**src/rtl/cdbw_pkg.sv**
```systemverilog
package cdbw_pkg;

   typedef enum logic [1:0] {
      MODE_NEVER    = 2'd0,
      MODE_IF_TRUE  = 2'd1,
      MODE_IF_FALSE = 2'd2,
      MODE_ALWAYS   = 2'd3
   } act_mode_e;

   localparam int MODE_W   = 2;
   localparam int PURP_WT  = 0;
   localparam int PURP_BR  = 1;
   localparam int PURP_IRQ = 2;
   localparam int NUM_PURP = 3;
   localparam int MODES_W  = NUM_PURP * MODE_W;

endpackage

```
**src/rtl/dce_sel_match.sv**
```systemverilog
module dce_sel_match
   import cdbw_pkg::*;
#(
   parameter int CMP_W = 4
) (
   input  logic [CMP_W-1:0] mask_i,
   input  logic [CMP_W-1:0] val_i,
   input  logic [CMP_W-1:0] stat_i,
   input  act_mode_e        mode_i,
   output logic             act_o
);

   logic cond;

   assign cond = ((stat_i ^ val_i) & mask_i) == '0;

   always_comb begin
      unique case (mode_i)
         MODE_NEVER:    act_o = 1'b0;
         MODE_IF_TRUE:  act_o = cond;
         MODE_IF_FALSE: act_o = !cond;
         default:       act_o = 1'b1;
      endcase
   end

endmodule

```
**src/rtl/dce_step_reg.sv**
```systemverilog
module dce_step_reg #(
   parameter int PTR_W      = 32,
   parameter int STEP_BYTES = 16
) (
   input  logic             clk_i,
   input  logic             rst_ni,
   input  logic             step_i,
   input  logic             do_wait_i,
   input  logic             do_irq_i,
   input  logic             do_br_i,
   input  logic [PTR_W-1:0] cur_ptr_i,
   input  logic [PTR_W-1:0] dep_i,
   input  logic             irq_ack_i,
   output logic             irq_o,
   output logic             wait_o,
   output logic             bt_o,
   output logic             ptr_upd_o,
   output logic [PTR_W-1:0] ptr_o
);

   localparam logic [PTR_W-1:0] STEP_INC = PTR_W'(STEP_BYTES);

   logic proceed;

   assign proceed = step_i && !do_wait_i;

   always_ff @(posedge clk_i) begin
      if (!rst_ni) begin
         irq_o     <= 1'b0;
         wait_o    <= 1'b0;
         bt_o      <= 1'b0;
         ptr_upd_o <= 1'b0;
         ptr_o     <= '0;
      end else begin
         ptr_upd_o <= proceed;
         if (step_i) begin
            wait_o <= do_wait_i;
         end
         if (proceed) begin
            bt_o  <= do_br_i;
            ptr_o <= do_br_i ? dep_i : cur_ptr_i + STEP_INC;
         end
         if (proceed && do_irq_i) begin
            irq_o <= 1'b1;
         end else if (irq_ack_i) begin
            irq_o <= 1'b0;
         end
      end
   end

endmodule

```
**src/rtl/desc_cond_eval.sv**
```systemverilog
module desc_cond_eval
   import cdbw_pkg::*;
#(
   parameter int PTR_W      = 32,
   parameter int SEL_W      = 32,
   parameter int STAT_W     = 8,
   parameter int CMP_W      = 4,
   parameter int MASK_LSB   = 16,
   parameter int STEP_BYTES = 16
) (
   input  logic               clk_i,
   input  logic               rst_ni,
   input  logic               step_i,
   input  logic [MODES_W-1:0] mode_i,
   input  logic [SEL_W-1:0]   irq_sel_i,
   input  logic [SEL_W-1:0]   br_sel_i,
   input  logic [SEL_W-1:0]   wait_sel_i,
   input  logic [STAT_W-1:0]  status_i,
   input  logic [PTR_W-1:0]   cur_ptr_i,
   input  logic [PTR_W-1:0]   dep_i,
   input  logic               irq_ack_i,
   output logic               irq_o,
   output logic               wait_o,
   output logic               bt_o,
   output logic               ptr_upd_o,
   output logic [PTR_W-1:0]   ptr_o
);

   if (CMP_W > STAT_W) begin : g_bad_stat
      $error("CMP_W must not exceed STAT_W");
   end
   if (MASK_LSB < CMP_W || MASK_LSB + CMP_W > SEL_W) begin : g_bad_sel
      $error("mask field must sit above the value field inside SEL_W");
   end
   if (STEP_BYTES <= 0 || STEP_BYTES % 4 != 0) begin : g_bad_step
      $error("STEP_BYTES must be a positive multiple of 4");
   end

   logic [NUM_PURP-1:0][SEL_W-1:0] sel_arr;
   logic [NUM_PURP-1:0]            act;
   logic                           unused_bits;

   assign sel_arr[PURP_WT]  = wait_sel_i;
   assign sel_arr[PURP_BR]  = br_sel_i;
   assign sel_arr[PURP_IRQ] = irq_sel_i;
   assign unused_bits = ^{irq_sel_i, br_sel_i, wait_sel_i, status_i};

   for (genvar g = 0; g < NUM_PURP; g++) begin : g_purp
      dce_sel_match #(.CMP_W(CMP_W)) u_match (
         .mask_i (sel_arr[g][MASK_LSB +: CMP_W]),
         .val_i  (sel_arr[g][CMP_W-1:0]),
         .stat_i (status_i[CMP_W-1:0]),
         .mode_i (act_mode_e'(mode_i[g*MODE_W +: MODE_W])),
         .act_o  (act[g])
      );
   end

   dce_step_reg #(.PTR_W(PTR_W), .STEP_BYTES(STEP_BYTES)) u_step (
      .clk_i     (clk_i),
      .rst_ni    (rst_ni),
      .step_i    (step_i),
      .do_wait_i (act[PURP_WT]),
      .do_irq_i  (act[PURP_IRQ]),
      .do_br_i   (act[PURP_BR]),
      .cur_ptr_i (cur_ptr_i),
      .dep_i     (dep_i),
      .irq_ack_i (irq_ack_i),
      .irq_o     (irq_o),
      .wait_o    (wait_o),
      .bt_o      (bt_o),
      .ptr_upd_o (ptr_upd_o),
      .ptr_o     (ptr_o)
   );

endmodule

```
**config.mk**
```make
export PLATFORM = sky130hd
export DESIGN_NAME = desc_cond_eval
export DESIGN_NICKNAME = d
export VERILOG_FILES = /design/src/rtl/cdbw_pkg.sv /design/src/rtl/dce_sel_match.sv /design/src/rtl/dce_step_reg.sv /design/src/rtl/desc_cond_eval.sv
export SDC_FILE = /design/constraint.sdc
export NUM_CORES = 1
export LEC_CHECK = 0
export ABC_AREA = 1
export BUFFER_PORTS_ARGS = -buffer_cell sky130_fd_sc_hd__clkbuf_2
export CAP_MARGIN = 5
export CORE_MARGIN = 5
export CORE_UTILIZATION = 39
export CTS_CLUSTER_DIAMETER = 50
export DETAILED_ROUTE_END_ITERATION = 10
export PLACE_DENSITY = 0.82
export SKIP_LAST_GASP = 1
export SLEW_MARGIN = 20
export SYNTH_ARGS = -nofsm -noshare
export SYNTH_HDL_FRONTEND = slang
export SYNTH_HIERARCHICAL = 1
export SYNTH_SLANG_ARGS = --single-unit
```
**constraint.sdc**
```tcl
create_clock -name clk_i -period 1.85 [get_ports clk_i]
set_input_delay 0.2775 -clock clk_i [delete_from_list [all_inputs] [get_ports clk_i]]
set_output_delay 0.2775 -clock clk_i [all_outputs]
set_load 0.02 [all_outputs]
```
==> results.cfg <==
[run_status]
status = finished clean

[floorplanning]
die-height_microns = 90.5
number_of_top_level_pins = 214
die_w_microns = 90.5
core_area_sq_um = 6310
start_util_pct = 40.0
floorplan.rows = 29
die_area_sq_um = 8190

[synth]
syn_inst = 427
ys_types = 30
yosysWarningCount = 6
cell_type_contributing_the_most_total_cell_area_after_synthesis = sky130_fd_sc_hd__dfxtp_1
yosys.cell_count.top_type = sky130_fd_sc_hd__nand2_1
ys_async_sr_fraction_pct = 0
synth_top_area_cells = sky130_fd_sc_hd__dfxtp_1 (29%), sky130_fd_sc_hd__nand2_1 (24%), sky130_fd_sc_hd__nor2_1 (8.6%), sky130_fd_sc_hd__nand3_1 (7.5%), sky130_fd_sc_hd__inv_1 (6.1%)
synth.yosys.seq_area_share_pct = 28.5
synth_nets = 606
synth_top_flop_cell = sky130_fd_sc_hd__dfxtp_1
postSynthRegisterBits = 36
edff_count_synth = 0
synth.top_cell.area_share_pct = 28.5
post_synth.cell_area_avg_sq_um = 5.92
synth_commonest_cells = sky130_fd_sc_hd__nand2_1 (163), sky130_fd_sc_hd__nor2_1 (58), sky130_fd_sc_hd__inv_1 (41)
synthesis.area_sq_um = 2530

[detailed_routing]
finalWirelength_microns = 7970
detailroute.via_count = 3086
detail_route.iter0.violations = 117
drc_errors = 0
routedWlPerCell_microns = 12.2
viasPerCell = 4.74
ant_nets = 0
drtPass1Iterations = 4

[clock_tree]
clock_latency_ns = 0.29
clock_tree.root_cell = sky130_fd_sc_hd__clkbuf_8
clock_tree.htree_level_count = 2
cts_resized = 0
clock_tree.buffer_depth = 2
numClockSinks = 36
numCtsBuffers = 5
tritoncts = done
cts_post_setup_buffers_inserted = 0
clkSlewWorstSetupHoldPaths_ns = 0.08
post_cts_hold_buffer_count = 0

[timing]
fin_tns_setup_ns = 0
timing.final.hold_violations = 0
worst_slew_pin_slew_ns = 0.298
max_freq_mhz = 671
finClkSkew_ns = 0
smallest_setup_slack_after_layout_ns = 0.360
timing.final.crit_period_ns = 1.49
report.final.setup_viol = 0
worst_hold_slack_across_all_endpoints_ns = 0.180
grt_setup_unrepaired = false
relSlewSlack_pct = 80.0
slew_violations = 0
final.period_utilization_pct = 80.6

[placed_design]
placed_cells = 643
gp_routability_congestion = 0.881
hpwlAfterDp_microns = 6630
detailedPlace.worstSlack_ns = 0.0514
numPortBuffers = 137
place_area_sq_um = 3370

[hold_path]
hold_path_startpoint = dep_i[5]
min_path_type = input port to flop
holdPathEnd = u_step/ptr_o[5]$_SDFFE_PN0N_
whs_path_depth = 3

[setup_path]
timing.critical_path.buf_inv = 6
timing.critical_path.arrival_ns = 1.67
regToRegSetupSlack_ns = 1.14
critPathLaunch = status_i[0]
cp_data_required_time_ns = 2.03
crit_type = input port to flop
crit_path_cell_trace = clkbuf_2 -> inv_1 -> nand2_1 -> nand3_1 -> nand2_1 -> inv_1 -> nand2_1 -> nand2_1 -> nand2_1 -> nor2_4 -> inv_1 -> nand2_1 -> inv_1 -> buf_12 -> a22oi_1 -> o31ai_1
cp-start-kind = input port
crit_reg_reg_endpoint = u_step/ptr_o[10]$_SDFFE_PN0N_
cp_max_fo = 33
worst-r2r-cell-count = 2
cp_slowest_stage_delay_ns = 0.19
end_kind = flop
critPathTopFamily = simple AND/OR/NAND/NOR gates
slowest_stage = sky130_fd_sc_hd__a22oi_1
reg2reg_from = u_step/ptr_o[10]$_SDFFE_PN0N_
cp_common_cell = sky130_fd_sc_hd__nand2_1

[cells_and_area]
final_nets = 752
layout.cells.non_filler = 651
post-route-util_pct = 54.8
areaGrowthSynthToFinish_pct = 36.9
multiInputGateArea_sq_um = 1600
diodes = 0
fillerInstances = 656
final_cell_area_sq_um = 3460
drive_gt1_share_pct = 31.9
ff_latch_area_sq_um = 721

[global_route]
globalRouteTotalUtil_pct = 19.5
first_global_vias = 3088
gr-total-overflow = 0
largest_net_degree_at_the_start_of_global_routing = 34
antenna_found_initial = 0
grt_first_pass_wirelength_microns = 13600

[power_and_ir_drop]
power_density_nw_per_um2 = 601
power.static_leakage_nw = 1.94
ir_drop_uv = 341
p_total_mw = 2.08

[job]
maxCapViolCount = 0
[worst reg2reg max path, cell delays in order, from the launching register on]
cell                      delay, ns
sky130_fd_sc_hd__dfxtp_1       0.32
sky130_fd_sc_hd__a22oi_1       0.18
sky130_fd_sc_hd__o21ai_0       0.10
[where the power goes]
part	switching, mW	internal (mW)	total, mW	leakage, nW
Clock	0.305	0.263	0.568	0.0479
Combinational	0.379	0.250	0.629	1.60
Sequential	0.0347	0.845	0.880	0.295
Total	0.719	1.36	2.08	1.94
[state kept, by name, summed over array words and instances, names as in the netlist]
signal / count
u_step/bt_o: 1
u_step/ptr_o: 32
u_step/wait_o: 1
u_step/irq_o: 1
u_step/ptr_upd_o: 1
[final cells by class]
| class | instances | share of cell area (%) |
|---|---|---|
| Multi-Input combinational cell | 340 | 46.2 |
| Clock buffer | 5 | 1.99 |
| Timing Repair Buffer | 146 | 22.9 |
| Sequential cell | 36 | 20.8 |
| Inverter | 44 | 4.78 |
| Tap cell | 77 | 2.79 |
| Clock inverter | 3 | 0.543 |
[per-layer routing]
layer	vias to the layer above	share of wire, %	GRT usage [%]
met4	0	1.8	5.09
met1	1327	45	24.2
met2	101	46	33.5
met5	-	0	0
li1	1646	-	-
met3	12	7.3	4.83
[worst max path at each step]
stage / endpoint / slack, ns / cells after the start
finish: u_step/ptr_o[12]$_SDFFE_PN0N_ / 0.36 / 16
global placement: u_step/ptr_o[12]$_SDFFE_PN0N_ / 0.11 / 16
floorplan: u_step/ptr_o[12]$_SDFFE_PN0N_ / 0.32 / 13
CTS: u_step/ptr_o[12]$_SDFFE_PN0N_ / 0.36 / 16
detailed placement: u_step/ptr_o[12]$_SDFFE_PN0N_ / 0.05 / 16
global route: u_step/ptr_o[7]$_SDFFE_PN0N_ / 0.11 / 16
[layout by cell type, fill, tap and decap left out, drive strengths merged]
master    n
buf       9
o211ai    3
a32o      1
nor2     73
nor3      5
and2      2
clkinv    4
a22oi    12
inv      43
o21ai    21
nand2   172
o31ai     2
dfxtp    36
ha        1
a21o      2
or2       1
xnor2     2
clkbuf  142
nand3    40
a21oi     3
[kinds of logic after synthesis]
| kind of cell | count (synthesis) | synth area share, % |
|---|---|---|
| and+or+nand+nor | 293 | 51.2 |
| AOI/OAI and AO/OA | 44 | 10.8 |
| adders and majority gates | 1 | 0.495 |
| xor gates and xnor gates | 2 | 0.694 |
| DFF | 36 | 28.5 |
| buffers and inverters | 51 | 8.27 |
Power figures use the tool's default switching activity.
